[src/rtl/spare_csr_pkg.sv]
// Package: shared constants for the sparing register unit.
// Assumes 32-bit register data and byte offsets on an 8-bit address.
package spare_csr_pkg;
    localparam int ADDR_W   = 8;
    localparam int DATA_W   = 32;
    localparam int NUM_CH   = 4;
    localparam int SEL_W    = $clog2(NUM_CH);
    localparam logic [ADDR_W-1:0] CTRL_OFS = 8'h00;
    localparam logic [ADDR_W-1:0] STAT_OFS = 8'h04;

    // Bit positions inside the control word
    localparam int C_EN_BIT  = 0;
    localparam int C_SEL_LSB = 2;
    // Bit positions inside the status word
    localparam int S_BUSY_BIT = 0;
    localparam int S_DONE_BIT = 1;
    localparam int S_PTRL_BIT = 2;

    typedef struct packed {
        logic busy;
        logic done;
        logic patrol;
    } stat_flags_t;
endpackage

[src/rtl/spare_chan_decode.sv]
// Module: spare_chan_decode
// Turns a captured channel field and a mode bit into a per-channel mask.
// Assumes NUM_CH is a power of two of at least 2. In pair mode channel i
// belongs to pair i>>1, and the pair index is the field without its LSB.
module spare_chan_decode #(
    parameter int NUM_CH = 4,
    parameter int SEL_W  = $clog2(NUM_CH)
) (
    input  logic [SEL_W-1:0]  sel,
    input  logic              pair_mode,
    output logic [NUM_CH-1:0] mask
);
    localparam int PAIR_W = (SEL_W > 1) ? SEL_W - 1 : 1;

    logic [PAIR_W-1:0] pair_idx;

    // Pair index: the field with its low bit dropped
    always_comb pair_idx = PAIR_W'(sel >> 1);

    for (genvar i = 0; i < NUM_CH; i++) begin : g_ch
        logic single_hit;
        logic pair_hit;
        // Per-channel hit in each mode
        always_comb begin
            single_hit = (sel == SEL_W'(i));
            pair_hit   = (pair_idx == PAIR_W'(i >> 1));
            mask[i]    = pair_mode ? pair_hit : single_hit;
        end
    end
endmodule

[src/rtl/spare_ctrl_reg.sv]
// Module: spare_ctrl_reg
// Holds the control word (enable and channel field), decides whether an
// arming write is accepted, captures the channel and mode for the run,
// and issues the one-cycle start request.
// Assumes the engine reports done/failed only for an operation it was started for.
module spare_ctrl_reg #(
    parameter int SEL_W = 2
) (
    input  logic             clk,
    input  logic             rst_n,
    input  logic             wr_ctrl,
    input  logic             wdata_en,
    input  logic [SEL_W-1:0] wdata_sel,
    input  logic             peer_en,
    input  logic             lockstep_in,
    input  logic             op_done,
    input  logic             op_failed,
    output logic             en_q,
    output logic [SEL_W-1:0] sel_q,
    output logic [SEL_W-1:0] act_sel_q,
    output logic             act_ls_q,
    output logic             accept,
    output logic             start_q
);
    logic op_end;

    // Acceptance of an arming write and end-of-run detection
    always_comb begin
        accept = wr_ctrl && wdata_en && !en_q && !peer_en;
        op_end = en_q && (op_done || op_failed);
    end

    // Software-visible channel field follows every control write
    always_ff @(posedge clk) begin
        if (!rst_n)       sel_q <= '0;
        else if (wr_ctrl) sel_q <= wdata_sel;
    end

    // Enable: set on acceptance, cleared by the engine at run end
    always_ff @(posedge clk) begin
        if (!rst_n)      en_q <= 1'b0;
        else if (accept) en_q <= 1'b1;
        else if (op_end) en_q <= 1'b0;
    end

    // Channel and mode captured at acceptance, held for the whole run
    always_ff @(posedge clk) begin
        if (!rst_n) begin
            act_sel_q <= '0;
            act_ls_q  <= 1'b0;
        end else if (accept) begin
            act_sel_q <= wdata_sel;
            act_ls_q  <= lockstep_in;
        end
    end

    // Start request pulse, one cycle after acceptance
    always_ff @(posedge clk) begin
        if (!rst_n) start_q <= 1'b0;
        else        start_q <= accept;
    end

    // the start request never lasts two cycles
    p_start_single_r4: assert property (@(posedge clk) disable iff (!rst_n)
        start_q |=> !start_q);

    // a write blocked by the peer enable makes no pulse and no enable
    p_peer_block_r5: assert property (@(posedge clk) disable iff (!rst_n)
        (wr_ctrl && wdata_en && peer_en && !en_q) |=> (!start_q && !en_q));

    // enable drops right after a done or fail while armed
    p_en_clears_r3: assert property (@(posedge clk) disable iff (!rst_n)
        (en_q && (op_done || op_failed)) |=> !en_q);
endmodule

[src/rtl/spare_status_reg.sv]
// Module: spare_status_reg
// Keeps the three status flags: in progress, complete, patrol pass.
// Assumes en_q and accept come from the control register in the same cycle.
module spare_status_reg (
    input  logic clk,
    input  logic rst_n,
    input  logic en_q,
    input  logic accept,
    input  logic started,
    input  logic done,
    input  logic failed,
    input  logic patrol_wrap,
    input  logic patrol_w1c,
    output spare_csr_pkg::stat_flags_t flags
);
    // In-progress flag: start sets, done/fail clear (clear wins)
    always_ff @(posedge clk) begin
        if (!rst_n)                          flags.busy <= 1'b0;
        else if (en_q && (done || failed))   flags.busy <= 1'b0;
        else if (en_q && started)            flags.busy <= 1'b1;
    end

    // Complete flag: success sets, a new accepted operation clears
    always_ff @(posedge clk) begin
        if (!rst_n)                          flags.done <= 1'b0;
        else if (accept)                     flags.done <= 1'b0;
        else if (en_q && done && !failed)    flags.done <= 1'b1;
    end

    // Patrol flag: wrap sets, write-one clears, set wins on collision
    always_ff @(posedge clk) begin
        if (!rst_n)           flags.patrol <= 1'b0;
        else if (patrol_wrap) flags.patrol <= 1'b1;
        else if (patrol_w1c)  flags.patrol <= 1'b0;
    end

    // in-progress can only be seen while the enable is held
    p_busy_needs_en_r6: assert property (@(posedge clk) disable iff (!rst_n)
        flags.busy |-> en_q);

    // a failure never reports completion
    p_fail_no_done_r7: assert property (@(posedge clk) disable iff (!rst_n)
        (en_q && failed) |=> !flags.done);

    // a patrol wrap is never lost
    p_patrol_set_r8: assert property (@(posedge clk) disable iff (!rst_n)
        patrol_wrap |=> flags.patrol);
endmodule

[src/rtl/spare_csr_unit.sv]
// Module: spare_csr_unit (top)
// Register unit for the shared spare-copy engine: control word at 0x00,
// status word at 0x04, combinational read-back, and the start and channel
// outputs to the engine.
// Assumes full 32-bit accesses and no read side effects.
module spare_csr_unit
    import spare_csr_pkg::*;
(
    input  logic              clk,
    input  logic              rst_n,
    input  logic              reg_wr,
    input  logic [7:0]        reg_addr,
    input  logic [31:0]       reg_wdata,
    output logic [31:0]       reg_rdata,
    input  logic              lockstep_mode,
    input  logic              peer_spare_en,
    input  logic              eng_started,
    input  logic              eng_done,
    input  logic              eng_failed,
    input  logic              patrol_wrap,
    output logic              start_req,
    output logic [3:0]        chan_mask
);
    logic             hit_ctrl, hit_stat;
    logic             wr_ctrl, wr_stat;
    logic             en_q, accept, act_ls_q;
    logic [SEL_W-1:0] sel_q, act_sel_q;
    stat_flags_t      flags;

    // Address decode for reads and writes
    always_comb begin
        hit_ctrl = (reg_addr == CTRL_OFS);
        hit_stat = (reg_addr == STAT_OFS);
        wr_ctrl  = reg_wr && hit_ctrl;
        wr_stat  = reg_wr && hit_stat;
    end

    spare_ctrl_reg #(.SEL_W(SEL_W)) u_ctrl (
        .clk         (clk),
        .rst_n       (rst_n),
        .wr_ctrl     (wr_ctrl),
        .wdata_en    (reg_wdata[C_EN_BIT]),
        .wdata_sel   (reg_wdata[C_SEL_LSB +: SEL_W]),
        .peer_en     (peer_spare_en),
        .lockstep_in (lockstep_mode),
        .op_done     (eng_done),
        .op_failed   (eng_failed),
        .en_q        (en_q),
        .sel_q       (sel_q),
        .act_sel_q   (act_sel_q),
        .act_ls_q    (act_ls_q),
        .accept      (accept),
        .start_q     (start_req)
    );

    spare_status_reg u_stat (
        .clk         (clk),
        .rst_n       (rst_n),
        .en_q        (en_q),
        .accept      (accept),
        .started     (eng_started),
        .done        (eng_done),
        .failed      (eng_failed),
        .patrol_wrap (patrol_wrap),
        .patrol_w1c  (wr_stat && reg_wdata[S_PTRL_BIT]),
        .flags       (flags)
    );

    spare_chan_decode #(.NUM_CH(NUM_CH), .SEL_W(SEL_W)) u_dec (
        .sel       (act_sel_q),
        .pair_mode (act_ls_q),
        .mask      (chan_mask)
    );

    // Read-back multiplexer; unmapped offsets read zero
    always_comb begin
        reg_rdata = '0;
        if (hit_ctrl) begin
            reg_rdata[C_EN_BIT]              = en_q;
            reg_rdata[C_SEL_LSB +: SEL_W]    = sel_q;
        end else if (hit_stat) begin
            reg_rdata[S_BUSY_BIT] = flags.busy;
            reg_rdata[S_DONE_BIT] = flags.done;
            reg_rdata[S_PTRL_BIT] = flags.patrol;
        end
    end

    // the channel mask holds while an operation stays armed
    p_mask_hold_r9: assert property (@(posedge clk) disable iff (!rst_n)
        en_q |=> (!en_q || $stable(chan_mask)));

    // the mask is never empty
    p_mask_nonzero_r2: assert property (@(posedge clk) disable iff (!rst_n)
        chan_mask != 4'b0000);
endmodule

[config.mk]
export PLATFORM = sky130hd
export DESIGN_NAME = spare_csr_unit
export DESIGN_NICKNAME = d
export VERILOG_FILES = /design/src/rtl/spare_csr_pkg.sv /design/src/rtl/spare_chan_decode.sv /design/src/rtl/spare_ctrl_reg.sv /design/src/rtl/spare_status_reg.sv /design/src/rtl/spare_csr_unit.sv
export SDC_FILE = /design/constraint.sdc
export NUM_CORES = 1
export LEC_CHECK = 0
export ABC_AREA = 1
export BUFFER_PORTS_ARGS = -buffer_cell sky130_fd_sc_hd__buf_2
export CELL_PAD_IN_SITES_DETAIL_PLACEMENT = 1
export CELL_PAD_IN_SITES_GLOBAL_PLACEMENT = 1
export CORE_MARGIN = 5
export CORE_UTILIZATION = 21
export CTS_BUF_LIST = sky130_fd_sc_hd__clkbuf_8
export CTS_CLUSTER_DIAMETER = 40
export CTS_CLUSTER_SIZE = 12
export DETAILED_ROUTE_END_ITERATION = 6
export PLACE_DENSITY_LB_ADDON = 0.1
export SLEW_MARGIN = 0
export SYNTH_ARGS = -nofsm -noshare
export SYNTH_HDL_FRONTEND = slang
export SYNTH_SLANG_ARGS = --single-unit
[constraint.sdc]
create_clock -name clk -period 1.1 [get_ports clk]
set_input_delay 0.22 -clock clk [delete_from_list [all_inputs] [get_ports clk]]
set_output_delay 0.22 -clock clk [all_outputs]
set_load 0.005 [all_outputs]
==> impl_metrics.env <==
export IMPL_fin_area_um2=1070
export IMPL_clk_latency_ns=0.24
export IMPL_cts_htree_levels=1
export IMPL_clockPowerShare=0.476
export IMPL_antennaDiodeCount=0
export IMPL_totalPowerFinal_mw=0.969
export IMPL_nets=193
export IMPL_synth_most_common_cell="buf_4"
export IMPL_drive_gt1_frac=0.476
export IMPL_min_period_ns=1.13
export IMPL_p_sw_mw=0.235
export IMPL_internal_power_mw=0.735
export IMPL_antenna_found_initial=0
export IMPL_crit_path_start_kind="input pin"
export IMPL_grt_max_degree=9
export IMPL_route_detailed_drc=0
export IMPL_dieArea_um2=4910
export IMPL_grt_pass1_vias=754
export IMPL_synth_ff_type="dfxtp_1"
export IMPL_dp_slack_ns=-0.160
export IMPL_failed_checks="setup timing"
export IMPL_finalSetupViolCount=3
export IMPL_synth_edf_count=0
export IMPL_ys_seq_area_frac=0.264
export IMPL_irDropWorstVdd_mv=0.208
export IMPL_wl_per_cell_um=11.1
export IMPL_place_congestion=0.692
export IMPL_crit_slowest_cell="and3_4"
export IMPL_skew_ns=0.00212
export IMPL_slowest_delay_ns=0.20
export IMPL_fp_dieW_um=70.1
export IMPL_cts_sinks=10
export IMPL_grt_util_all_layers=0.0856
export IMPL_synth_seq_cells=10
export IMPL_synth_common_cells="buf_4, nand2_1, inv_1"
export IMPL_powerDensity_nw_per_um2=904
export IMPL_hold_viol_final=0
export IMPL_end_kind="output port"
export IMPL_combPwrFrac=0.150
export IMPL_place_area_um2=872
export IMPL_report_final_slew_viol_count=0
export IMPL_status="finished with violations"
export IMPL_synth_top_cells_by_area="buf_4, dfxtp_1, nand2_1"
export IMPL_cts_root_buf="clkbuf_8"
export IMPL_r2r_slack_ns=0.10
export IMPL_hp_class="input pin to flop"
export IMPL_ant_nets=0
export IMPL_yosysTopAreaCell="buf_4"
export IMPL_fin_ws_ns=-0.0321
export IMPL_cp_data_arrival_time_ns=0.91
export IMPL_coreArea_um2=3420
export IMPL_first_pass_iters=4
export IMPL_max_cap_violations=0
export IMPL_path_max_fanout=4
export IMPL_p_leak_nw=0.577
export IMPL_clk_pin_slew_worst_paths_ns=0.05
export IMPL_syn_area_um2=758
export IMPL_io_buffers=28
export IMPL_cp_data_required_time_ns=0.88
export IMPL_nFillCells=435
export IMPL_drt_iter0_drc=16
export IMPL_max_freq_ghz=0.883
export IMPL_setup_worst_path_class="input pin to output port"
export IMPL_final_util=0.314
export IMPL_syn_area_per_cell_um2=7.22
export IMPL_start_util=0.222
export IMPL_num_io_pins=86
export IMPL_cts_made_buffers=3
export IMPL_via_per_inst=3.71
export IMPL_post_route_period_util=1.03
export IMPL_place_hpwl_um=1650
export IMPL_switching_share=0.242
export IMPL_clk_path_buf_depth=2
export IMPL_wirelength_um=2090
export IMPL_cts_tree="done"
export IMPL_rsz0062_at_grt="yes"
export IMPL_vias=701
export IMPL_syn_to_final_growth_pct=41.4
export IMPL_rows=21
export IMPL_gr_total_overflow=0
export IMPL_synth_cells=105
export IMPL_grt_pass1_wl_um=3400
export IMPL_die_y_um=70.1
export IMPL_worst_hold_slack_ns=0.218
export IMPL_synthArstFlopShare=0
export IMPL_synth_warnings=0
export IMPL_synth_top_area_frac=0.277
export IMPL_path_cells="buf_6 > nor2_4 > inv_2 > nor2_4 > and3_4 > buf_6"
export IMPL_ys_types=21
export IMPL_pwr_share_seq=0.374
## worst max-delay path: cells and delay by family
kind / cells / cell delay, ns
simple gates: 3 / 0.45
buf+inv: 3 / 0.25
## flip-flops by register name, indices dropped and copies added, names as in the netlist
register / flops
u_ctrl.en_q: 1
u_ctrl.start_q: 1
u_stat.flags: 3
u_ctrl.act_ls_q: 1
u_ctrl.sel_q: 2
u_ctrl.act_sel_q: 2
## layout by cell type (no fill, tap or decap)
cell,n
o21ai_2,1
o21ai_1,2
dfxtp_2,3
a21oi_1,8
nor3b_2,1
buf_6,6
nand3_2,2
nand2_4,2
conb_1,28
dfxtp_4,2
clkbuf_8,4
buf_4,8
o21ai_0,1
buf_2,22
a21oi_2,1
inv_1,7
nand3_1,7
dfxtp_1,5
nor2_1,4
nor2_4,6
nand3b_1,1
inv_2,6
nor2_8,1
nand2_2,1
nand2_1,12
nand4_4,1
and3_4,1
## what timing repair did
item	CTS	global route
pin swaps	10	6
resized for setup	24	9
buffers inserted	3	2
setup endpoints to repair	8	11
hold buffers	0	0
## per-stage QoR
| step | setup TNS (ns) | std cells |
|---|---|---|
| 2_1_floorplan | 0 | 132 |
| 4_1_cts | -0.153 | 187 |
| 3_5_place_dp | -0.902 | 181 |
| 3_3_place_gp | -0.587 | 181 |
| 6_report | -0.0469 | 189 |
| 5_1_grt | -0.442 | 189 |
## metal layers
layer / up-vias / GRT usage / share of wire
met1: 311 / 0.0909 / 0.42
met3: 4 / 0.0430 / 0.096
met5: - / 0 / 0
met4: 0 / 0.0383 / 0.015
li1: 350 / - / -
met2: 36 / 0.142 / 0.47
## power groups by stage
stage	clock network [mW]	logic, mW	registers, mW
CTS	0.486	0.131	0.367
detailed placement	0	0.106	0.374
global route	0.513	0.163	0.362
global placement	0	0.105	0.374
finish	0.461	0.146	0.363
floorplan	0	0.127	0.374
## worst paths after layout
path | end | depth (start not counted) | startpoint
setup reg to reg | u_ctrl.act_sel_q[0] | 6 | u_ctrl.en_q
hold / removal | u_ctrl.act_ls_q | 3 | lockstep_mode
hold reg to reg | u_ctrl.sel_q[0] | 2 | u_ctrl.sel_q[0]
setup / recovery | reg_rdata[1] | 6 | reg_addr[1]
## cells by family (layout without fill, tap and decap cells)
group / after synthesis / after routing / share of synthesized area
flip-flops: 10 / 10 / 0.264
other: 1 / 28 / 0.00495
AO/OA/AOI/OAI: 13 / 13 / 0.0908
buffers and inverters: 42 / 53 / 0.348
AND/OR/NAND/NOR: 39 / 39 / 0.292
## area by class of cell
class | count | area [µm²] | area share
inverters | 13 | 48.8 | 0.0455
multi-input cells | 80 | 462 | 0.431
clock buffers | 4 | 55.1 | 0.0513
flip-flops and latches | 10 | 211 | 0.197
well taps | 46 | 57.6 | 0.0537
repair buffers | 36 | 238 | 0.222
Note: power is estimated with default switching activity, not from simulation.
